$ cat config.mk
export PLATFORM = sky130hd
export DESIGN_NAME = ser_cfg_rx
export DESIGN_NICKNAME = d
export VERILOG_FILES = /design/src/rtl/ser_cfg_pkg.sv /design/src/rtl/ser_cfg_sync.sv /design/src/rtl/ser_cfg_cond.sv /design/src/rtl/ser_cfg_shift.sv /design/src/rtl/ser_cfg_rx.sv
export SDC_FILE = /design/constraint.sdc
export NUM_CORES = 1
export LEC_CHECK = 0
export BUFFER_PORTS_ARGS = -buffer_cell sky130_fd_sc_hd__buf_2
export CAP_MARGIN = 25
export CORE_ASPECT_RATIO = 1.2
export CORE_MARGIN = 1.5
export CORE_UTILIZATION = 62
export DETAILED_ROUTE_END_ITERATION = 10
export GPL_TIMING_DRIVEN = 0
export PLACE_DENSITY = 0.88
export SYNTH_ARGS = -nofsm -noshare
export SYNTH_HDL_FRONTEND = slang
export SYNTH_SLANG_ARGS = --single-unit
$ cat constraint.sdc
create_clock -name clk -period 2.4 [get_ports clk]
set_input_delay 0 -clock clk [delete_from_list [all_inputs] [get_ports clk]]
set_output_delay 0 -clock clk [all_outputs]
set_load 0.03 [all_outputs]
$ cat src/rtl/ser_cfg_pkg.sv
package ser_cfg_pkg;
  typedef enum logic {
    ST_IDLE = 1'b0,
    ST_RECV = 1'b1
  } rx_state_t;
endpackage

$ cat src/rtl/ser_cfg_sync.sv
module ser_cfg_sync #(
  parameter int WIDTH   = 2,
  parameter int STAGES  = 2,
  parameter logic [WIDTH-1:0] RST_VAL = '1
) (
  input  logic             clk,
  input  logic             rst,
  input  logic [WIDTH-1:0] async_in,
  output logic [WIDTH-1:0] sync_out
);
  logic [WIDTH-1:0] pipe [STAGES];

  always_ff @(posedge clk) begin
    if (rst) begin
      for (int i = 0; i < STAGES; i++) pipe[i] <= RST_VAL;
    end else begin
      pipe[0] <= async_in;
      for (int i = 1; i < STAGES; i++) pipe[i] <= pipe[i-1];
    end
  end

  assign sync_out = pipe[STAGES-1];
endmodule

$ cat src/rtl/ser_cfg_cond.sv
module ser_cfg_cond (
  input  logic clk,
  input  logic rst,
  input  logic scl_s,
  input  logic sda_s,
  output logic scl_rise,
  output logic start_evt,
  output logic stop_evt
);
  logic scl_q, sda_q;

  always_ff @(posedge clk) begin
    if (rst) begin
      scl_q <= 1'b1;
      sda_q <= 1'b1;
    end else begin
      scl_q <= scl_s;
      sda_q <= sda_s;
    end
  end

  // clock held high across both samples, data moved
  function automatic logic data_edge_under_clk(input logic c_now, c_prev,
                                               d_now, d_prev, rising);
    return c_now && c_prev && (rising ? (!d_prev && d_now) : (d_prev && !d_now));
  endfunction

  assign scl_rise  = scl_s && !scl_q;
  assign start_evt = data_edge_under_clk(scl_s, scl_q, sda_s, sda_q, 1'b0);
  assign stop_evt  = data_edge_under_clk(scl_s, scl_q, sda_s, sda_q, 1'b1);
endmodule

$ cat src/rtl/ser_cfg_shift.sv
module ser_cfg_shift
  import ser_cfg_pkg::*;
#(
  parameter int ADDR_W  = 8,
  parameter int DATA_W  = 32,
  parameter int FRAME_W = ADDR_W + DATA_W,
  parameter int CNT_W   = $clog2(FRAME_W + 3)
) (
  input  logic              clk,
  input  logic              rst,
  input  logic              scl_rise,
  input  logic              sda_s,
  input  logic              start_evt,
  input  logic              stop_evt,
  output logic              in_frame,
  output logic [CNT_W-1:0]  bit_cnt,
  output logic              frame_ok,
  output logic              wr_stb,
  output logic [ADDR_W-1:0] wr_addr,
  output logic [DATA_W-1:0] wr_data
);
  localparam logic [CNT_W-1:0] CNT_SAT  = CNT_W'(FRAME_W + 2);
  localparam logic [CNT_W-1:0] CNT_GOOD = CNT_W'(FRAME_W + 1);
  localparam logic [CNT_W-1:0] CNT_FULL = CNT_W'(FRAME_W);

  rx_state_t          state;
  logic [FRAME_W-1:0] shreg;

  function automatic logic [CNT_W-1:0] cnt_step(input logic [CNT_W-1:0] c);
    return (c == CNT_SAT) ? c : c + 1'b1;
  endfunction

  function automatic logic [FRAME_W-1:0] shift_bit(input logic [FRAME_W-1:0] v,
                                                   input logic b);
    return {v[FRAME_W-2:0], b};
  endfunction

  // payload bits plus the clock edge that prepares the stop
  function automatic logic frame_complete(input logic [CNT_W-1:0] c);
    return c == CNT_GOOD;
  endfunction

  assign in_frame = (state == ST_RECV);
  assign frame_ok = frame_complete(bit_cnt);

  always_ff @(posedge clk) begin
    if (rst) begin
      state   <= ST_IDLE;
      bit_cnt <= '0;
      shreg   <= '0;
      wr_stb  <= 1'b0;
      wr_addr <= '0;
      wr_data <= '0;
    end else begin
      wr_stb <= 1'b0;
      if (start_evt) begin
        state   <= ST_RECV;
        bit_cnt <= '0;
        shreg   <= '0;
      end else if (state == ST_RECV) begin
        if (stop_evt) begin
          state <= ST_IDLE;
          if (frame_ok) begin
            wr_stb  <= 1'b1;
            wr_addr <= shreg[FRAME_W-1 -: ADDR_W];
            wr_data <= shreg[DATA_W-1:0];
          end
        end else if (scl_rise) begin
          bit_cnt <= cnt_step(bit_cnt);
          if (bit_cnt < CNT_FULL) shreg <= shift_bit(shreg, sda_s);
        end
      end
    end
  end
endmodule

$ cat src/rtl/ser_cfg_rx.sv
module ser_cfg_rx #(
  parameter int ADDR_W      = 8,
  parameter int DATA_W      = 32,
  parameter int SYNC_STAGES = 2
) (
  input  logic              clk,
  input  logic              rst,
  input  logic              scl_in,
  input  logic              sda_in,
  output logic              wr_stb,
  output logic [ADDR_W-1:0] wr_addr,
  output logic [DATA_W-1:0] wr_data
);
  localparam int FRAME_W = ADDR_W + DATA_W;
  localparam int CNT_W   = $clog2(FRAME_W + 3);

  logic [1:0]       lines_s;
  logic             scl_s, sda_s;
  logic             scl_rise, start_evt, stop_evt;
  logic             in_frame, frame_ok;
  logic [CNT_W-1:0] bit_cnt;

  ser_cfg_sync #(.WIDTH(2), .STAGES(SYNC_STAGES), .RST_VAL(2'b11)) sync_i (
    .clk(clk), .rst(rst), .async_in({scl_in, sda_in}), .sync_out(lines_s)
  );

  assign scl_s = lines_s[1];
  assign sda_s = lines_s[0];

  ser_cfg_cond cond_i (
    .clk(clk), .rst(rst), .scl_s(scl_s), .sda_s(sda_s),
    .scl_rise(scl_rise), .start_evt(start_evt), .stop_evt(stop_evt)
  );

  ser_cfg_shift #(.ADDR_W(ADDR_W), .DATA_W(DATA_W), .FRAME_W(FRAME_W),
                  .CNT_W(CNT_W)) shift_i (
    .clk(clk), .rst(rst), .scl_rise(scl_rise), .sda_s(sda_s),
    .start_evt(start_evt), .stop_evt(stop_evt), .in_frame(in_frame),
    .bit_cnt(bit_cnt), .frame_ok(frame_ok), .wr_stb(wr_stb),
    .wr_addr(wr_addr), .wr_data(wr_data)
  );
endmodule

# Word-level counts from Yosys, hierarchy flattened
# Memories as Yosys holds them, arrays and structs flattened.
# Cells that the tools add are included.
# Widths: inputs -> output; s select.
[word_totals] mem_count=1 mem_bits_rw=4 wordCells=42 regBits=90
[classes] mux=9 eq_ne=2 n_addsub=1 n_bitwise=6 order_cmp=1 n_reduce_logical=14
[mem_list] memory="sync_i.pipe" words=2 width=2 read_ports=2 rd_ports_with_merged_regs=0 write_ports=2 line_no="ser_cfg_sync.sv:11" rtl="logic [WIDTH-1:0] pipe [STAGES];"
[ops] op="$eq 6x6->1 const B" n=2
[ops] op="$reduce_and 4->1" n=3
[ops] op="$mux 1" n=7
[ops] op="$add 6x1->6 const B" n=1
[ops] op="$logic_and 1x1->1" n=6
[ops] op="$lt 6x6->1 const B" n=1
[ops] op="$mux 2" n=2
[ops] op="$not 1->1" n=4
[ops] op="$reduce_or 4->1" n=1
[ops] op="$logic_not 1->1" n=3
[ops] op="$or 1x1->1" n=2
[ops] op="$reduce_or 2->1" n=1

# Longest topological paths before layout
[logic_depth] ltp_word=6 depth_mapped=7 depth_no_buf=5

# Modules after synthesis
# From an unflattened synthesis, not the netlist that was laid out.
[hier_totals] cells_unflattened=438 area_unflattened_um2=3729.8
[by_module_without_submodules] module="ser_cfg_shift" area_per_inst_um2=3530.9 seq_area_each_um2=1761.7 cells_each=421 instances=1
[by_module_without_submodules] module="ser_cfg_sync" area_per_inst_um2=120.1 seq_area_each_um2=80.1 cells_each=10 instances=1
[by_module_without_submodules] module="ser_cfg_cond" area_per_inst_um2=78.8 seq_area_each_um2=40.0 cells_each=7 instances=1

# Worst setup path after synthesis
# OpenSTA, ideal clock, no wires.
[synth_timing] kind="flip-flop to flip-flop" start="reg shift_i.bit_cnt[1]" end="reg shift_i.wr_addr[0]" stages_incl_launch_ff=7 path_slack_ns=1.083 path_buffers=1 arrival_ns=1.247 path_cell_list="dfxtp_1 > inv_1 > ha_1 > nand3_1 > clkbuf_1 > o31ai_1 > a21oi_1"
[synth_between] elab_chain_len=2
[synth_lines] item="start: declaration" line_no="ser_cfg_shift.sv:16" rtl="output logic [CNT_W-1:0] bit_cnt,"
[synth_lines] item="start signal: assignment" line_no="ser_cfg_shift.sv:69" rtl="bit_cnt <= cnt_step(bit_cnt);"
[synth_lines] item="$eq 6x6->1" line_no="ser_cfg_shift.sv:40" rtl="return c == CNT_GOOD;"
[synth_lines] item="$reduce_and 4->1 (no source line)"
[synth_lines] item="end signal: assignment" line_no="ser_cfg_shift.sv:65" rtl="wr_addr <= shreg[FRAME_W-1 -: ADDR_W];"
[synth_lines] item="end: declaration" line_no="ser_cfg_shift.sv:19" rtl="output logic [ADDR_W-1:0] wr_addr,"
# No other way between the ends.
# A chain may end at the register's enable or synchronous reset.

==> key figures <==
GRT
  – Initial antenna violation count: 0
  – Largest net degree at the start of global routing: 17
  – Gr usage total: 29.0%
  – Vias in the first global route: 3306
  – Grt ovf: 0
  – First-pass GRT wire length: 14.9 mm

Yosys
  – Post-synth top flop: dfxtp_1
  – Synth warn: 0
  – Top area cells in the synthesized netlist: dfxtp_1 49%, a21oi_1 11%, o31ai_1 7.8%
  – Syn nets: 449
  – FF+latch count, synth: 94
  – Synth Cell Area: 0.00385 mm2
  – Post-synth ARST share: 0%
  – Top cells by instance count after synthesis: 94 x dfxtp_1, 85 x a21oi_1, 46 x nand3_1
  – Synth top area share: 48.9%
  – Yosys top cell by area: dfxtp_1
  – Unique masters post-synth: 31
  – Synthesized area per cell: 8.70 um2
  – Syn Inst Count: 442
  – Most frequent cell after synthesis: dfxtp_1
  – Register area share after synthesis: 48.9%
  – Number of enable flip-flop cells after synthesis: 0

Worst setup path
  – Buf/Inv on CP: 2
  – Critical Path End Type: flip-flop
  – WP data required: 2.63 ns
  – CP max FO: 10
  – Slowest cell delay on critical path: 0.40 ns
  – WS Path Type: flip-flop to flip-flop
  – Crit path max-delay family: buffers and inverters
  – Startpoint class of the critical path: flip-flop
  – Critical path data arrival time: 1.99 ns
  – Critical-path top delay cell: o31ai_1
  – Worst path cell trace: buf_2, nand3b_1, clkbuf_1, o31ai_1, a21oi_1

Floorplanning
  – Die W: 74.9 um
  – Top-Level Pins: 45
  – Core footprint: 0.00601 mm2
  – Initial Util: 64.0%
  – # rows: 31
  – Die Ht: 89.3 um
  – Die area: 0.00669 mm2

Placement
  – RePlAce Congestion: 0.885
  – Placed Instances: 568
  – PortBufs: 44
  – HPWL Detailed: 6.30 mm

Timing
  – Worst slew pin tran: 0.555 ns
  – Maximum clock rate: 0.570 GHz
  – Tmin final: 1.75 ns
  – Slew margin rel.: 63.0%
  – Final Hold Viols: 0
  – Period utilisation layout: 73.0%
  – Final setup violation count: 0
  – Setup TNS: 0 ns
  – Layout Skew: 0.0103 ns
  – Unrepaired setup endpoints after global routing: no
  – Slew Viols, Final: 0

Routing
  – 1st-iter DRT viols: 253
  – DR vias: 3703
  – Detailed-route vias per instance: 6.32
  – Wire length per cell: 16.2 um
  – First-pass iteration count of the detailed router: 5
  – Routed wire length: 9.49 mm
  – Post-route ant nets: 0
  – Residual DRC: 0

Worst hold path
  – Worst min path class: input port to flip-flop

Final layout
  – FILL cells: 472
  – Non-filler cells, final: 586
  – Share of cells above drive strength 1: 18.7%
  – Nets@finish: 506
  – N_diodes: 0
  – Area growth syn-to-layout: 14.9%

Clock tree
  – Clk sinks: 94
  – Post CTS Setup Buffer Count: 0
  – Post-CTS sizing: 0
  – Clk Latency, worst-skew pair: 0.36 ns
  – CTS clock-pin slew for the worst setup and hold paths: 0.09 ns
  – H-tree Lvls: 3
  – CTS tree: done
  – Maximum buffer depth of the clock tree: 2
  – CTS Buf Count: 9
  – CTS Root Cell: clkbuf_8

Pwr
  – Internal power: 2200 uW
  – Maximum vdd drop: 0.412 mV
  – PD cells: 639 mW/mm2
  – Seq pwr share: 55.5%
  – Clock power share: 42.1%
  – Sw Pwr: 622 uW
  – P_leak: 0.00154 uW
  – Comb power frac: 2.4%
  – Sw frac: 22.0%
  – Total power: 2830 uW

Run
  – # Max-Cap Violations: 0

Status
  – Status: finished, final reports clean
-- sequential cells by signal, indices dropped and copies added, names as in the netlist --
register	flops
sync_i.pipe	4
shift_i.shreg	40
shift_i.in_frame	1
cond_i.scl_q	1
cond_i.sda_q	1
shift_i.wr_stb	1
shift_i.wr_data	32
shift_i.bit_cnt	6
shift_i.wr_addr	8
-- cells in the final DEF, fill, tap and decap left out, drive strengths merged --
cell type,netlist,routed
and3b,2,2
a2bb2oi,1,1
and3,1,1
bufinv,0,2
or2,6,6
clkinv,0,2
o21a,1,1
nand4,41,41
a21oi,85,85
ha,3,3
mux2i,2,2
or3,3,3
nand3,46,46
clkinvlp,0,1
dlygate4sd3,0,2
clkbuf,31,41
inv,4,5
a211o,1,1
o31ai,40,40
a31oi,1,1
dfxtp,94,94
nor4bb,1,1
buf,24,68
nor2,1,1
nand3b,2,2
nand2,3,3
nand4bb,1,1
nor4,1,1
o21ai,44,44
nand4b,3,3
-- power groups by stage --
stage          logic (uW)  registers (uW)  clock network, uW
6_report             68.7            1570               1190
5_1_grt              74.2            1570               1260
4_1_cts              67.7            1570               1190
3_5_place_dp         64.9            1600                  0
3_3_place_gp         63.5            1600                  0
2_1_floorplan        46.6            1600                  0
-- logic make-up (layout without fill, tap and decap cells) --
family / Yosys count / count (layout) / share of synthesized area (%)
flops: 94 / 94 / 48.9
buf+inv: 59 / 121 / 7.22
simple gates: 111 / 111 / 16.9
fa+ha+maj: 3 / 3 / 0.976
compound gates: 173 / 173 / 25.4
mux: 2 / 2 / 0.521
-- path summary, 6_finish.rpt --
path / from / endpoint / slack [ns] / cells after the start
max reg2reg: sync_i.pipe[0][3]$_SDFF_PP1_ / shift_i.wr_data[6]$_SDFFE_PP0P_ / 0.65 / 5
min reg2reg: sync_i.pipe[0][1]$_SDFF_PP1_ / sync_i.pipe[0][3]$_SDFF_PP1_ / 0.42 / 1
min: rst / shift_i.bit_cnt[1]$_SDFFE_PP0P_ / 0.01 / 4
max: sync_i.pipe[0][3]$_SDFF_PP1_ / shift_i.wr_data[6]$_SDFFE_PP0P_ / 0.65 / 5
-- stage by stage --
stage / util [%] / hold slack [ns] / worst slack (ns) / area (um2)
6_report: 73.5 / 0.0116 / 0.647 / 4420
2_1_floorplan: - / 0.104 / 1.08 / 3850
4_1_cts: 73.5 / 0.0130 / 0.707 / 4420
3_5_place_dp: 69.3 / 0.187 / 0.738 / 4170
5_1_grt: 73.5 / 0.0346 / 0.587 / 4420
3_3_place_gp: 69.3 / 0.184 / 0.821 / 4170
-- layer usage --
layer,global-route usage (%),wire [um]
met1,37.3,4090
met2,45.9,4690
met3,4.62,466
met4,17.0,250
met5,0,0
-- what timing repair did --
item,4_1_cts,5_1_grt
hold buffers,2,0
endpoints found under the setup margin,0,0
hold endpoints to repair,2,0
-- area by class of cell --
cell class                 instances  area (um2)  share of cell area, %
inverter                           4        15.0                  0.340
clock buffer                      10         138                   3.11
clock inverter                     6        93.8                   2.12
buffer                            55         263                   5.94
multi-input combinational        289        1690                   38.2
timing repair buffer              46         240                   5.43
sequential                        94        1880                   42.6
tap                               82         103                   2.32
-- worst min-delay path: stages --
cell,delay (ns)
buf_2,0.10
inv_1,0.08
nand3_1,0.08
mux2i_1,0.06
Note: power is estimated with default switching activity, not from simulation.
